[src/rtl/scan_acc_pkg.sv]
// Shared definitions for the scan register access port.
// Assumes a single clock domain; all widths are set by the top's parameters.
package scan_acc_pkg;
    // Kind of access decoded at update time
    typedef enum logic [1:0] {
        ACC_NONE  = 2'd0,
        ACC_WRITE = 2'd1,
        ACC_READ  = 2'd2,
        ACC_VOID  = 2'd3
    } acc_kind_t;

    // Classify a scanned word: direction flag plus whether the address is mapped
    function automatic acc_kind_t classify(input logic wr_flag, input logic mapped);
        if (!mapped)      return ACC_VOID;
        else if (wr_flag) return ACC_WRITE;
        else              return ACC_READ;
    endfunction
endpackage

[src/rtl/scan_chain.sv]
// Serial shift register of the access port.
// Shifts right (scan_in enters at the top bit, scan_out is bit 0); capture loads
// the held read word into the data field and clears the rest.
// Assumes shift_en and capture are never high together; capture wins if they are.
module scan_chain #(
    parameter int DATA_W = 32,
    parameter int ADDR_W = 7,
    localparam int CHAIN_W = DATA_W + ADDR_W + 1
) (
    input  logic               clk,
    input  logic               rst_n,
    input  logic               shift_en,
    input  logic               capture,
    input  logic               scan_in,
    input  logic [DATA_W-1:0]  cap_data,
    output logic               scan_out,
    output logic [CHAIN_W-1:0] chain
);
    logic [CHAIN_W-1:0] sr_q;

    // Capture, shift or hold the chain
    always_ff @(posedge clk) begin
        if (!rst_n)        sr_q <= '0;
        else if (capture)  sr_q <= {{(ADDR_W+1){1'b0}}, cap_data};
        else if (shift_en) sr_q <= {scan_in, sr_q[CHAIN_W-1:1]};
    end

    assign chain    = sr_q;
    assign scan_out = sr_q[0];


    chain_hold_chk: assert property (@(posedge clk) disable iff (!rst_n)
        (!shift_en && !capture) |=> $stable(sr_q));
endmodule

[src/rtl/scan_decode.sv]
// Update-time decoder: turns the shifted word into one registered bank access.
// Drives address, write data and one-cycle strobes; flags unmapped reads so the
// holder can return zero. Assumes update is a single-cycle pulse.
module scan_decode
    import scan_acc_pkg::*;
#(
    parameter int DATA_W   = 32,
    parameter int ADDR_W   = 7,
    parameter int NUM_REGS = 8
) (
    input  logic              clk,
    input  logic              rst_n,
    input  logic              update,
    input  logic              wr_flag,
    input  logic [ADDR_W-1:0] addr_in,
    input  logic [DATA_W-1:0] data_in,
    output logic [ADDR_W-1:0] reg_addr,
    output logic [DATA_W-1:0] reg_wdata,
    output logic              reg_wr,
    output logic              reg_rd,
    output logic              void_rd
);
    localparam logic [ADDR_W:0] LIMIT = (ADDR_W+1)'(NUM_REGS);

    logic      mapped;
    acc_kind_t kind;

    // Classify the scanned word
    always_comb begin
        mapped = {1'b0, addr_in} < LIMIT;
        kind   = classify(wr_flag, mapped);
    end

    // Register address, data and strobes on update
    always_ff @(posedge clk) begin
        if (!rst_n) begin
            reg_addr  <= '0;
            reg_wdata <= '0;
            reg_wr    <= 1'b0;
            reg_rd    <= 1'b0;
            void_rd   <= 1'b0;
        end else begin
            reg_wr  <= update && (kind == ACC_WRITE);
            reg_rd  <= update && (kind == ACC_READ);
            void_rd <= update && (kind == ACC_VOID) && !wr_flag;
            if (update) begin
                reg_addr <= addr_in;
                if (kind == ACC_WRITE) reg_wdata <= data_in;
            end
        end
    end


    wr_after_update_chk: assert property (@(posedge clk) disable iff (!rst_n)
        reg_wr |-> ($past(update) && $past(wr_flag)));

    rd_after_update_chk: assert property (@(posedge clk) disable iff (!rst_n)
        reg_rd |-> ($past(update) && !$past(wr_flag)));

    strobe_excl_chk: assert property (@(posedge clk) disable iff (!rst_n)
        $onehot0({reg_wr, reg_rd, void_rd}));

    mapped_only_chk: assert property (@(posedge clk) disable iff (!rst_n)
        (reg_wr || reg_rd) |-> ({1'b0, reg_addr} < LIMIT));
endmodule

[src/rtl/read_hold.sv]
// Holds the word returned by the bank during a read strobe, or zero for an
// unmapped read, until the next capture moves it into the chain.
// Assumes the bank drives rdata combinationally from the address in the strobe cycle.
module read_hold #(
    parameter int DATA_W = 32
) (
    input  logic              clk,
    input  logic              rst_n,
    input  logic              rd_strobe,
    input  logic              void_rd,
    input  logic [DATA_W-1:0] rdata,
    output logic [DATA_W-1:0] held
);
    // Latch the read result
    always_ff @(posedge clk) begin
        if (!rst_n)         held <= '0;
        else if (rd_strobe) held <= rdata;
        else if (void_rd)   held <= '0;
    end


    hold_value_chk: assert property (@(posedge clk) disable iff (!rst_n)
        $past(rd_strobe) |-> (held == $past(rdata)));

    hold_zero_chk: assert property (@(posedge clk) disable iff (!rst_n)
        $past(void_rd) |-> (held == '0));
endmodule

[src/rtl/scan_reg_port.sv]
// Pipelined scan register access port: a 40-bit chain of data, address and
// direction that writes a register bank at update, or reads it at update and
// returns the value in the next scan.
// Assumes capture, shift_en and update come from an external shift controller,
// one at a time.
module scan_reg_port #(
    parameter int DATA_W   = 32,
    parameter int ADDR_W   = 7,
    parameter int NUM_REGS = 8
) (
    input  logic              clk,
    input  logic              rst_n,
    input  logic              shift_en,
    input  logic              capture,
    input  logic              update,
    input  logic              scan_in,
    output logic              scan_out,
    output logic [ADDR_W-1:0] reg_addr,
    output logic [DATA_W-1:0] reg_wdata,
    output logic              reg_wr,
    output logic              reg_rd,
    input  logic [DATA_W-1:0] reg_rdata
);
    localparam int CHAIN_W = DATA_W + ADDR_W + 1;

    logic [CHAIN_W-1:0] chain;
    logic [DATA_W-1:0]  held;
    logic               void_rd;

    scan_chain #(.DATA_W(DATA_W), .ADDR_W(ADDR_W)) u_chain (
        .clk      (clk),
        .rst_n    (rst_n),
        .shift_en (shift_en),
        .capture  (capture),
        .scan_in  (scan_in),
        .cap_data (held),
        .scan_out (scan_out),
        .chain    (chain)
    );

    scan_decode #(.DATA_W(DATA_W), .ADDR_W(ADDR_W), .NUM_REGS(NUM_REGS)) u_decode (
        .clk       (clk),
        .rst_n     (rst_n),
        .update    (update),
        .wr_flag   (chain[CHAIN_W-1]),
        .addr_in   (chain[DATA_W +: ADDR_W]),
        .data_in   (chain[DATA_W-1:0]),
        .reg_addr  (reg_addr),
        .reg_wdata (reg_wdata),
        .reg_wr    (reg_wr),
        .reg_rd    (reg_rd),
        .void_rd   (void_rd)
    );

    read_hold #(.DATA_W(DATA_W)) u_hold (
        .clk       (clk),
        .rst_n     (rst_n),
        .rd_strobe (reg_rd),
        .void_rd   (void_rd),
        .rdata     (reg_rdata),
        .held      (held)
    );


    no_stray_strobe_chk: assert property (@(posedge clk) disable iff (!rst_n)
        (reg_wr || reg_rd) |-> $past(update));
endmodule

[config.mk]
export PLATFORM = sky130hd
export DESIGN_NAME = scan_reg_port
export DESIGN_NICKNAME = d
export VERILOG_FILES = /design/src/rtl/scan_acc_pkg.sv /design/src/rtl/scan_chain.sv /design/src/rtl/scan_decode.sv /design/src/rtl/read_hold.sv /design/src/rtl/scan_reg_port.sv
export SDC_FILE = /design/constraint.sdc
export NUM_CORES = 1
export LEC_CHECK = 0
export ABC_CLOCK_PERIOD_IN_PS = 1200
export BUFFER_PORTS_ARGS = -buffer_cell sky130_fd_sc_hd__buf_2
export CAP_MARGIN = 5
export CORE_UTILIZATION = 45
export CTS_CLUSTER_SIZE = 8
export DETAILED_ROUTE_END_ITERATION = 7
export GPL_ROUTABILITY_DRIVEN = 0
export PLACE_DENSITY = 0.74
export SYNTH_ARGS = -nofsm -noshare
export SYNTH_HDL_FRONTEND = slang
export SYNTH_HIERARCHICAL = 1
export SYNTH_SLANG_ARGS = --single-unit
[constraint.sdc]
create_clock -name clk -period 1.2 [get_ports clk]
set_input_delay 0.18 -clock clk [delete_from_list [all_inputs] [get_ports clk]]
set_output_delay 0.18 -clock clk [all_outputs]
set_load 0.01 [all_outputs]
# Yosys cells after proc, flatten, opt, wreduce, memory -nomap -nowiden
# Index checks and enable logic that the tools add are counted.
# totals
ff_bits	114
in_bits	38
wordCells	28
output_inout_bits	42
# op_classes
n_lt_le_gt_ge	1
eq_ne	3
n_mux	6
n_reduce_logical	9
bitwise	1
# ops
op	count
$mux 32	4
$lt 7x4->1 const B	1
$eq 2x2->1 const B	2
$logic_and 1x1->1	4
$mux 2	2
$reduce_bool 2->1	2
$eq 2x1->1 const B	1
$reduce_and 2->1	1
$reduce_or 2->1	1
$logic_not 1->1	1
$not 1->1	1

# Logic depth before layout (Yosys ltp)
# logic_depth
ltp_word	5
depth_mapped	5
ltp_nobuf	3

# Hierarchy
# Netlist, hierarchy kept.
# modules_own_cells
mod	n_inst	area_per_inst_um2	seq_area_each_um2	cells_each
scan_chain	1	2070.7	800.8	171
scan_decode	1	1669.1	840.8	170
read_hold	1	1619.1	640.6	143

# Worst setup path before layout
# OpenSTA, ideal clock, no wires.
# synth_path
path_type	register to register
startpoint	register u_chain.sr_q[38] (netlist: u_chain/chain[38])
endpoint	register u_decode.reg_wdata[0]
arrival_ns	1.236
setup_ns	0.072
setup_slack_ns	-0.108
period_less_slack_ns	1.308
n_path_buf	2
required_ns	1.128
stages_incl_launch_ff	6
path_cell_list	dfxtp_1 > nor4_2 > and3_1 > buf_6 > buf_12 > mux2i_1
# synth_between
elab_chain_cells	4
# synth_lines
element	line_no	rtl
start: declaration	scan_chain.sv:19	logic [CHAIN_W-1:0] sr_q;
start signal: assignment	scan_chain.sv:24	else if (capture) sr_q <= {{(ADDR_W+1){1'b0}}, cap_data};
start signal: assignment	scan_chain.sv:25	else if (shift_en) sr_q <= {scan_in, sr_q[CHAIN_W-1:1]};
$lt 7x4->1	scan_decode.sv:30	mapped = {1'b0, addr_in} < LIMIT;
$mux 2	scan_acc_pkg.sv:14	if (!mapped) return ACC_VOID;
$eq 2x1->1	scan_decode.sv:48	if (kind == ACC_WRITE) reg_wdata <= data_in;
$reduce_and 2->1 (no source line)	--	
end signal: assignment	scan_decode.sv:48	
end: declaration	scan_decode.sv:18	output logic [DATA_W-1:0] reg_wdata,
# No other way between the ends.
# A chain may end at the register's enable or synchronous reset.

# Worst setup path in the final report
# layout_path
startpoint	register u_chain.sr_q[37] (netlist: u_chain/chain[37])
endpoint	register u_decode.reg_wdata[12]
# Same word-level chain as after synthesis.

==> results.toml <==
[floorplanning]
die_h_um = 111.1
chipWidth_um = 111.1
start_util_pct = 46.53
rows = 39
core_sq_um = 11520
dieArea_sq_um = 12350
io_pins = 80

[grt]
grt_pass1_vias = 4018
grt_pass1_wl_um = 19640
grt_max_degree = 59
antenna_found_initial = 0
grt_usage_pct = 20.35
grt-ovfl-total = 0

[power]
power_leakage_nw = 3.186
p_per_area_nw_per_um2 = 1483
ir_drop_uv = 968.3
finalPower_mw = 10.30

[finish]
fin_cells = 758
n_antenna_cell = 0
layout_commonest_cell = "dfxtp_1"
layout-drive-gt1-share_pct = 41.14
areaGrowthSynthToFinish_pct = 29.56
postLayoutCoreUtil_pct = 60.29
fin_nets = 640
final_cell_mix = "111 x dfxtp_1, 78 x buf_2, 65 x nand2b_1, 64 x nand2_1, 46 x mux2i_1"

[clocking]
cts_tree = "built"
cts_made_buffers = 17
clock_latency_ps = 410
clock_sinks = 114
htreeDepth = 4
cts_buffer_depth = 2
clk_pin_slew_ps = 50
cts_root_buf = "clkbuf_16"

[synthesis]
ys_seq_elements = 114
synth_cell_types = 23
syn_nets = 522
syn_inst = 484
synth_warnings = 6
synth_area_sq_um = 5359
syn_avg_cell_area_sq_um = 11.07
synth-seq-area-share_pct = 42.59

[setup_path]
critPathRequiredTime_ps = 1520
path_max_fanout = 5
r2r_start = "u_chain/chain[37]"
crit_path_start = "u_chain/chain[37]"
arrival_ps = 1750
reg2reg_setup_slack_ps = -220
critPathKind = "reg2reg"
critPathLaunchType = "flip-flop"
end_kind = "flip-flop"

[sta]
hold_violations = 0
rsz0062_at_grt = "true"
drv_slew = 0
finClkSkew_ps = 6.117
slew_headroom_pct = 77.93
fin_ws_ps = -222.8
tightest_slew_ps = 331.0
timing.fmax_ghz = 0.7029
setup_violations = 33
tns_ps = -5804
finalCriticalPeriod_ps = 1423
period_share_pct = 118.6

[run_status]
status = "finished, violations left"
violations = "DRC, setup timing"

[placement]
dp_hpwl_um = 7561
dp.cells = 691
place_ws_ps = -255.3
portBuffers = 79

[detailed_routing]
drt_iter0_markers = 180
drc_errors = 14
postRouteAntennaNets = 0
vias = 3842
routed_via_density = 5.069
dr.pass1.iters = 6
routed_wl_um = 11790
post_drt_wl_per_cell_um = 15.55

[min_path]
holdCritPathClass = "in2reg"
hold_start = "reg_rdata[10]"

[job]
drv_cap = 0
==> sequential cells by signal, indices dropped and copies added (netlist names) <==
| register | cells |
|---|---|
| u_hold/held | 32 |
| u_chain/chain | 40 |
| u_decode/reg_wdata | 32 |
| u_decode/reg_rd | 1 |
| u_decode/void_rd | 1 |
| u_decode/reg_addr | 7 |
| u_decode/reg_wr | 1 |
==> synth_stat cells <==
| library cell | n | area, sq um |
|---|---|---|
| mux2_4 | 32 | 480.5 |
| o21ai_0 | 2 | 10.01 |
| buf_2 | 5 | 25.02 |
| o21ai_2 | 30 | 262.8 |
| and4b_1 | 1 | 10.01 |
| nand2b_4 | 1 | 13.76 |
| clkbuf_1 | 15 | 56.30 |
| dfxtp_1 | 114 | 2282 |
| nor4_2 | 1 | 12.51 |
| nand2b_1 | 65 | 406.6 |
| mux2i_1 | 47 | 470.5 |
| and4bb_2 | 1 | 12.51 |
| nor2_1 | 8 | 30.03 |
| and2_1 | 1 | 6.260 |
| buf_6 | 9 | 101.4 |
| and3_1 | 1 | 6.260 |
| nand2_1 | 64 | 240.2 |
| buf_12 | 11 | 220.2 |
| nand3_2 | 30 | 300.3 |
| buf_4 | 5 | 37.54 |
| nand3_1 | 2 | 10.01 |
| o211a_1 | 32 | 320.3 |
| nor2b_1 | 7 | 43.79 |
==> logic make-up (layout without fill, tap and decap cells) <==
group | count (synthesis) | in the layout | synth area share [%]
AND/OR/NAND/NOR | 182 | 182 | 20.38
flip-flops | 114 | 114 | 42.59
multiplexers | 79 | 79 | 17.74
AO/OA/AOI/OAI | 64 | 64 | 11.07
buffers and inverters | 45 | 176 | 8.218
==> power by group <==
| part | switching (mW) | total, mW | internal, mW |
|---|---|---|---|
| Sequential | 0.0936 | 4.02 | 3.92 |
| Clock | 1.71 | 5.31 | 3.60 |
| Combinational | 0.439 | 0.969 | 0.530 |
| Total | 2.24 | 10.3 | 8.06 |
==> metal layers <==
metal	routed length (um)	track usage (%)	vias to the layer above
met5	0	0	-
met4	163	6.757	0
met3	449	5.796	16
met2	6007	36.06	73
met1	5166	23.48	1858
li1	-	-	1895
==> through the flow <==
step           area (sq um)  hold slack, ps
6_report               6943           14.35
5_1_grt                6943           5.839
4_1_cts                6948          0.9869
3_5_place_dp           5899           415.2
3_3_place_gp           5899           410.1
2_1_floorplan          5360           312.3
==> final timing paths <==
path / endpoint / cells after the start
setup / recovery: u_decode/reg_wdata[12] / 5
hold / removal: u_hold/held[10] / 3
setup reg to reg: u_decode/reg_wdata[12] / 5
hold reg to reg: u_decode/reg_wdata[1] / 2
==> worst max-delay path, cell delays in order (launching register included) <==
cell and delay (ps):
dfxtp_2 330, nor4_4 280, and3_4 260, buf_4 120
buf_12 120, mux2i_1 220
==> repair_timing <==
| action | 4_1_cts | 5_1_grt |
|---|---|---|
| resized for setup | 11 | 2 |
| hold endpoints to repair | 23 | 0 |
| setup buffers | 9 | 2 |
| cloned | 4 | 0 |
| pin swaps | 2 | 2 |
| setup endpoints to repair | 34 | 34 |
| hold buffers | 23 | 0 |
==> final cells by class <==
cell class                      count  area [sq um]
Tap cell                          143         178.9
Fill cell                         929          4573
Timing Repair Buffer              144          1197
Clock buffer                       20         466.7
Sequential cell                   114          2286
Multi-Input combinational cell    325          2654
Clock inverter                     12         160.2
Power figures use the tool's default switching activity.
